<file path="src/rtl/bas_pkg.sv">
package bas_pkg;
   typedef enum logic {
      ORD_LINEAR     = 1'b0,
      ORD_INTERLEAVE = 1'b1
   } order_e;
endpackage

</file>
<file path="src/rtl/bas_addr_reg.sv">
module bas_addr_reg #(
   parameter int ADDR_W = 17
) (
   input  logic              clk,
   input  logic              rst,
   input  logic              capture,
   input  logic [ADDR_W-1:0] d,
   output logic [ADDR_W-1:0] q
);
   always_ff @(posedge clk) begin
      if (rst)          q <= '0;
      else if (capture) q <= d;
   end

   // a capture is visible on the following cycle
   p_capture_r1: assert property (@(posedge clk) disable iff (rst)
      capture |=> q == $past(d));
   // without a capture the stored address holds
   p_hold_r7: assert property (@(posedge clk) disable iff (rst)
      !capture |=> $stable(q));
endmodule

</file>
<file path="src/rtl/bas_beat_ctr.sv">
module bas_beat_ctr #(
   parameter int LOW_W = 2
) (
   input  logic             clk,
   input  logic             rst,
   input  logic             wait_st,
   input  logic             adv_ld,
   output logic [LOW_W-1:0] beat,
   output logic             active
);
   localparam logic [LOW_W-1:0] LAST_BEAT = {LOW_W{1'b1}};

   logic do_load, do_step;
   assign do_load = !wait_st && !adv_ld;
   assign do_step = !wait_st &&  adv_ld && active;

   always_ff @(posedge clk) begin
      if (rst) begin
         beat   <= '0;
         active <= 1'b0;
      end else if (do_load) begin
         beat   <= '0;
         active <= 1'b1;
      end else if (do_step) begin
         if (beat == LAST_BEAT) active <= 1'b0;
         else                   beat   <= beat + 1'b1;
      end
   end

   // reset clears the index and the flag
   p_reset_r9: assert property (@(posedge clk)
      rst |=> (beat == '0) && !active);
   // a wait state freezes the counter
   p_wait_r6: assert property (@(posedge clk) disable iff (rst)
      wait_st |=> $stable(beat) && $stable(active));
   // an advance while idle changes nothing
   p_idle_r10: assert property (@(posedge clk) disable iff (rst)
      (!wait_st && adv_ld && !active) |=> $stable(beat) && !active);
   // the last beat ends the burst and the index holds
   p_end_r8: assert property (@(posedge clk) disable iff (rst)
      (!wait_st && adv_ld && active && beat == LAST_BEAT) |=> !active && $stable(beat));
   // an earlier beat steps the index by one
   p_step_r3: assert property (@(posedge clk) disable iff (rst)
      (!wait_st && adv_ld && active && beat != LAST_BEAT) |=> active && beat == $past(beat) + 1'b1);
endmodule

</file>
<file path="src/rtl/bas_order_map.sv">
module bas_order_map
   import bas_pkg::*;
#(
   parameter int LOW_W          = 2,
   parameter bit HAS_LINEAR     = 1'b1,
   parameter bit HAS_INTERLEAVE = 1'b1
) (
   input  logic [LOW_W-1:0] start,
   input  logic [LOW_W-1:0] beat,
   input  logic             order_sel,
   output logic [LOW_W-1:0] low
);
   logic [LOW_W-1:0] lin_low, xor_low;

   generate
      if (HAS_LINEAR) begin : g_lin
         assign lin_low = start + beat;
      end else begin : g_no_lin
         assign lin_low = '0;
      end
      if (HAS_INTERLEAVE) begin : g_xor
         assign xor_low = start ^ beat;
      end else begin : g_no_xor
         assign xor_low = '0;
      end

      if (HAS_LINEAR && HAS_INTERLEAVE) begin : g_both
         always_comb begin
            unique case (order_e'(order_sel))
               ORD_LINEAR:     low = lin_low;
               ORD_INTERLEAVE: low = xor_low;
               default:        low = xor_low;
            endcase
         end
      end else if (HAS_LINEAR) begin : g_only_lin
         assign low = lin_low;
      end else begin : g_only_xor
         assign low = xor_low;
      end
   endgenerate
endmodule

</file>
<file path="src/rtl/burst_addr_seq.sv">
module burst_addr_seq #(
   parameter int ADDR_W         = 17,
   parameter int LOW_W          = 2,
   parameter bit HAS_LINEAR     = 1'b1,
   parameter bit HAS_INTERLEAVE = 1'b1
) (
   input  logic              clk,
   input  logic              rst,
   input  logic              wait_st,
   input  logic              adv_ld,
   input  logic              order_sel,
   input  logic [ADDR_W-1:0] ext_addr,
   output logic [ADDR_W-1:0] cur_addr,
   output logic              burst_act
);
   localparam int UP_W = ADDR_W - LOW_W;

   generate
      if (LOW_W < 1 || LOW_W > 4) begin : g_bad_low
         $error("burst_addr_seq: LOW_W must lie in 1..4");
      end
      if (UP_W < 1) begin : g_bad_addr
         $error("burst_addr_seq: ADDR_W must exceed LOW_W");
      end
      if (!HAS_LINEAR && !HAS_INTERLEAVE) begin : g_bad_order
         $error("burst_addr_seq: at least one beat order is required");
      end
   endgenerate

   logic [ADDR_W-1:0] base_q;
   logic [LOW_W-1:0]  beat_q;
   logic [LOW_W-1:0]  low_addr;
   logic              load_now;

   assign load_now = !wait_st && !adv_ld;

   bas_addr_reg #(.ADDR_W(ADDR_W)) i_addr (
      .clk     (clk),
      .rst     (rst),
      .capture (load_now),
      .d       (ext_addr),
      .q       (base_q)
   );

   bas_beat_ctr #(.LOW_W(LOW_W)) i_ctr (
      .clk     (clk),
      .rst     (rst),
      .wait_st (wait_st),
      .adv_ld  (adv_ld),
      .beat    (beat_q),
      .active  (burst_act)
   );

   bas_order_map #(
      .LOW_W          (LOW_W),
      .HAS_LINEAR     (HAS_LINEAR),
      .HAS_INTERLEAVE (HAS_INTERLEAVE)
   ) i_map (
      .start     (base_q[LOW_W-1:0]),
      .beat      (beat_q),
      .order_sel (order_sel),
      .low       (low_addr)
   );

   assign cur_addr = {base_q[ADDR_W-1:LOW_W], low_addr};

   // a load shows the external address and raises the flag
   p_load_r1: assert property (@(posedge clk) disable iff (rst)
      load_now |=> cur_addr == $past(ext_addr) && burst_act);
   // advancing never disturbs the upper bits
   p_upper_r7: assert property (@(posedge clk) disable iff (rst)
      (!wait_st && adv_ld) |=> $stable(cur_addr[ADDR_W-1:LOW_W]));
   // linear order steps the low bits by one
   p_lin_r3: assert property (@(posedge clk) disable iff (rst)
      (!wait_st && adv_ld && burst_act && !order_sel && beat_q != {LOW_W{1'b1}})
      |=> order_sel || cur_addr[LOW_W-1:0] == $past(cur_addr[LOW_W-1:0]) + 1'b1);
endmodule

</file>
<file path="config.mk">
export PLATFORM = sky130hd
export DESIGN_NAME = burst_addr_seq
export DESIGN_NICKNAME = d
export VERILOG_FILES = /design/src/rtl/bas_pkg.sv /design/src/rtl/bas_addr_reg.sv /design/src/rtl/bas_beat_ctr.sv /design/src/rtl/bas_order_map.sv /design/src/rtl/burst_addr_seq.sv
export SDC_FILE = /design/constraint.sdc
export NUM_CORES = 1
export LEC_CHECK = 0
export CAP_MARGIN = 5
export CORE_MARGIN = 2
export CORE_UTILIZATION = 30
export DETAILED_ROUTE_END_ITERATION = 16
export SYNTH_ARGS = -nofsm -noshare
export SYNTH_HDL_FRONTEND = slang
export SYNTH_SLANG_ARGS = --single-unit
</file>
<file path="constraint.sdc">
create_clock -name clk -period 1.55 [get_ports clk]
set_clock_uncertainty 0.1 [all_clocks]
set_input_delay 0.2325 -clock clk [delete_from_list [all_inputs] [get_ports clk]]
set_output_delay 0.2325 -clock clk [all_outputs]
set_load 0.005 [all_outputs]
</file>
==> Word level (Yosys, flattened, before mapping) <==
Index checks and enable logic that the tools add are counted.
{ "totals": {"ff_bits": 20, "latchBits": 0, "ram_bits": 0, "romBits": 0, "in_bits": 22, "output_inout_bits": 18, "wordCells": 23, "n_memories": 0} }
{ "classes": {"add_sub_neg": 2, "n_mul": 0, "div_mod_pow": 0, "n_lt_le_gt_ge": 0, "eq_ne": 1, "n_shift": 0, "mux": 4, "n_bitwise": 3, "reduce_logical": 10} }
{ "op_table": {"columns": ["op", "count"], "rows": [
  ["$pmux W2 S2", 1],
  ["$reduce_and A2 Y1", 2],
  ["$reduce_bool A2 Y1", 2],
  ["$logic_and A1 B1 Y1", 3],
  ["$mux W1", 3],
  ["$add A2 B1 Y2 const B", 1],
  ["$add A2 B2 Y2", 1],
  ["$eq A2 B2 Y1 const B", 1],
  ["$logic_not A1 Y1", 2],
  ["$not A1 Y1", 2],
  ["$reduce_or A2 Y1", 1],
  ["$xor A2 B2 Y2", 1]
]} }

==> Longest topological paths before layout <==
{ "logic_depth": {"depth_word": 5, "ltp_mapped": 5, "depth_no_buf": 4} }

==> By module <==
From an unflattened synthesis, not the netlist that was laid out.
{ "unflattened": {"hier_cells": 73, "hier_area_um2": 788.3} }
{ "modules_own_cells": {"columns": ["module", "instances", "cells_each", "area_per_inst_um2", "seq_area_each_um2"], "rows": [
  ["bas_addr_reg", 1, 55, 614.3, 340.3],
  ["bas_beat_ctr", 1, 13, 133.9, 60.1],
  ["bas_order_map", 1, 4, 36.3, 0.0],
  ["burst_addr_seq", 1, 1, 3.8, 0.0]
]} }

==> Worst setup path after synthesis <==
No wires, ideal clock.
{ "synth_path": {"kind": "reg-to-reg", "startpoint": "register i_ctr.beat[0]", "endpoint": "register i_ctr.beat[0]", "setup_ns": 0.078, "t_arrival_ns": 0.975, "required_time_ns": 1.372, "slack_ns": 0.397, "stages_incl_launch_ff": 5, "n_path_buf": 0, "synth_period_minus_slack_ns": 1.153, "cell_sequence": "dfxtp_1 ha_1 and4bb_2 nor2_1 nor3_1"} }
{ "synth_between": {"elab_chain_cells": 3, "word_cells_on_any_way": 4, "cone_classes": "1 x add/sub; 1 x eq/ne; 1 x bitwise; 1 x reduce/logical"} }
{ "synth_rtl": {"columns": ["item", "line", "text"], "rows": [
  ["start: declaration", "bas_beat_ctr.sv:8", "output logic [LOW_W-1:0] beat,"],
  ["start signal: assignment", "bas_beat_ctr.sv:26", "else beat <= beat + 1'b1;"],
  ["$eq A2 B2 Y1", "bas_beat_ctr.sv:25", "if (beat == LAST_BEAT) active <= 1'b0;"],
  ["$not A1 Y1 (no line)", null, null],
  ["$reduce_and A2 Y1 (no line)", null, null]
]} }
Several ways; a longest one is shown, not always the timed one.
A chain may end at the register's enable or synchronous reset.

==> Worst setup path after layout <==
{ "layout_path": {"startpoint": "register i_ctr.beat[0]", "endpoint": "output port cur_addr[1]"} }
{ "layout_between": {"elab_chain_cells": 2} }
{ "layout_rtl": {"columns": ["item", "line", "text"], "rows": [
  ["$add A2 B2 Y2", "bas_order_map.sv:17", "assign lin_low = start + beat;"],
  ["$pmux W2 S2", "bas_order_map.sv:29", "unique case (order_e'(order_sel))"],
  ["end: declaration", "burst_addr_seq.sv:13", "output logic [ADDR_W-1:0] cur_addr,"]
]} }
No other way between the ends.

==> impl_metrics.env <==
export IMPL_run_status="finished, violations left"
export IMPL_violations="design-rule violations"
export IMPL_syn_avg_cell_area_um2=8.07
export IMPL_synth_seq_cells=20
export IMPL_final_min_clock_period_ns=1.54
export IMPL_r2r_cells=5
export IMPL_synth_seq_area_share_pct=44.7
export IMPL_slew_headroom_pct=87.4
export IMPL_total_power_uw=1160
export IMPL_vdd_drop_max_uv=302
export IMPL_grt_pass1_vias=774
export IMPL_grt_pass1_wl_um=3130
export IMPL_top_layer_used="met4"
export IMPL_place_hpwl_um=1490
export IMPL_final_util_pct=46.7
export IMPL_reg2reg_to="i_ctr.beat[0]$_SDFFE_PP0P_"
export IMPL_synthFlopType="dfxtp_1"
export IMPL_num_rows=19
export IMPL_synthArstFlopShare_pct=0
export IMPL_fill_cells=283
export IMPL_track_usage_pct=12.0
export IMPL_cp_arrival_ns=1.21
export IMPL_ctsHoldBuffers=0
export IMPL_area_growth_pct=46.4
export IMPL_die_w_um=58.6
export IMPL_cp_end_kind="primary output"
export IMPL_firstDrtPassIters=10
export IMPL_drt_iter0_drc=20
export IMPL_gp_congestion=0.647
export IMPL_critPathMaxFanout=2
export IMPL_drc=1
export IMPL_vias=789
export IMPL_yosysUniqueCellTypes=19
export IMPL_grt_overflow=0
export IMPL_p_leak_uw=0.000491
export IMPL_rsz0062_at_grt="yes"
export IMPL_cts_max_path_buffers=2
export IMPL_portBuffers=39
export IMPL_hold_viol_final=0
export IMPL_cts_sinks=20
export IMPL_clk_pin_slew_ns=0.12
export IMPL_maxCapViolCount=0
export IMPL_worstSetupStartpoint="i_ctr.beat[0]$_SDFFE_PP0P_"
export IMPL_syn_inst=111
export IMPL_numCtsBuffers=3
export IMPL_final_nets=169
export IMPL_drive_gt1_share_pct=15.3
export IMPL_fin_setup_tns_ns=0
export IMPL_wl_met3_um=80
export IMPL_multiInputGateArea_um2=352
export IMPL_finalSetupViolCount=0
export IMPL_ys_warnings_count=0
export IMPL_core_um2=2810
export IMPL_post_route_period_util_pct=99.7
export IMPL_synth_edff_count=0
export IMPL_ctsHtreeMaxLevel=1
export IMPL_seq_area_um2=404
export IMPL_endpoint="cur_addr[1]"
export IMPL_wl_met1_um=778
export IMPL_worst_setup_path_type="reg2out"
export IMPL_placedCellCount=170
export IMPL_fin_cells=175
export IMPL_finalWirelength_um=1960
export IMPL_antenna_found_initial=0
export IMPL_syn_cell_area_um2=896
export IMPL_antenna_left=0
export IMPL_via_per_inst=4.51
export IMPL_wl_met2_um=1040
export IMPL_syn_nets=135
export IMPL_r2r_start="i_ctr.beat[0]$_SDFFE_PP0P_"
export IMPL_clkLatencyLatePin_ns=0.31
export IMPL_reg2reg_slack_ns=0.19
export IMPL_n_antenna_cell=0
export IMPL_start_util_pct=31.9
export IMPL_cts_tree="built"
export IMPL_dieHeight_um=58.6
export IMPL_die_area_um2=3440
export IMPL_slew_viol_final=0
export IMPL_wl_per_cell_um=11.2
export IMPL_grt_max_degree=19
export IMPL_cts_root_buf="clkbuf_4"
export IMPL_power_density_nw_per_um2=885
export IMPL_cp_start_kind="register"
export IMPL_io_pins=40
export IMPL_tightest_slew_ns=0.187
export IMPL_fmax_ghz=0.647
export IMPL_hp_class="in2reg"
export IMPL_critical_path_required_ns=1.22
## critical path, cell delays in order (launching register included)
cell and delay, ns:
dfxtp_2 0.34, ha_2 0.17, nor2b_4 0.12, xnor2_1 0.14, buf_2 0.13
## final cells by class
cell class	count	share of cell area (%)
multi-input cells	70	26.8
well taps	31	2.96
flip-flops and latches	20	30.8
repair buffers	49	35.1
inverters	1	0.286
clock inverters	1	2.29
clock buffers	3	1.72
## layer usage
metal | GRT usage (%) | vias to the layer above
met5 | 0 | -
met1 | 12.9 | 357
li1 | - | 408
met4 | 8.77 | 0
met2 | 21.5 | 19
met3 | 1.32 | 5
## report_power, final
group,switching (uW),total (uW),internal [uW]
Clock,172,434,262
Combinational,63.4,177,114
Sequential,11.3,549,538
## cell usage after synthesis (2+ instances only)
library cell	number	share of area (%)
ha_1	2	2.8
dfxtp_1	20	45
buf_6	2	2.5
xnor2_1	2	2.0
nand2_1	36	15
a21oi_1	19	11
clkbuf_1	2	0.84
buf_4	16	13
nand2b_1	2	1.4
## state kept, by name (all words and copies together), names as in the netlist
| name | cells |
|---|---|
| i_ctr.active | 1 |
| i_addr.q | 17 |
| i_ctr.beat | 2 |
## worst min-delay path by stage
stage / startpoint / cells past startpoint / slack [ns] / to
after detailed placement: i_addr.q[10]$_SDFFE_PP0P_ / 2 / 0.35 / i_addr.q[10]$_SDFFE_PP0P_
final: ext_addr[1] / 3 / 0.35 / i_addr.q[1]$_SDFFE_PP0P_
after global routing: ext_addr[11] / 3 / 0.37 / i_addr.q[11]$_SDFFE_PP0P_
after CTS: ext_addr[1] / 3 / 0.35 / i_addr.q[1]$_SDFFE_PP0P_
after floorplan: ext_addr[10] / 2 / 0.27 / i_addr.q[10]$_SDFFE_PP0P_
after global placement: i_addr.q[11]$_SDFFE_PP0P_ / 2 / 0.34 / i_addr.q[11]$_SDFFE_PP0P_
## placed cells by master (no fill, tap or decap)
master,n
ha_1,1
buf_4,10
dfxtp_1,17
xnor2_1,2
ha_2,1
bufinv_16,1
clkdlybuf4s50_1,37
nand2_1,36
inv_1,1
or2_1,1
buf_2,1
nor2b_4,1
nor3_1,1
nor2_2,1
dfxtp_2,3
clkdlybuf4s15_1,1
a21oi_1,19
o21ai_0,1
nor2_1,1
nand3_1,1
and4bb_2,1
nand2b_1,2
a31oi_1,1
clkbuf_4,3
## logic make-up after synthesis
family                   count (synthesis)  synth area share (%)
AND/OR/NAND/NOR                         45                  21.5
adder cells (fa/ha/maj)                  2                  2.79
XOR/XNOR                                 2                  1.96
buffers and inverters                   21                  17.2
AO/OA/AOI/OAI                           21                  11.9
flip-flops                              20                  44.7
## what timing repair did
item | in CTS | in global routing
hold endpoints to repair | 0 | 0
buffers inserted | 0 | 1
resized for setup | 7 | 5
endpoints found under the setup margin | 3 | 3
pin swaps | 0 | 2
## through the flow
step                      instance area [um2]  hold WS (ns)  setup slack, ns
after floorplan                           896         0.268            0.397
after global placement                   1240         0.342           -0.181
after global routing                     1310         0.368          -0.0849
after detailed placement                 1240         0.349           -0.197
after CTS                                1290         0.346          -0.0205
final                                    1310         0.346          0.00530
Note: power is estimated with default switching activity, not from simulation.
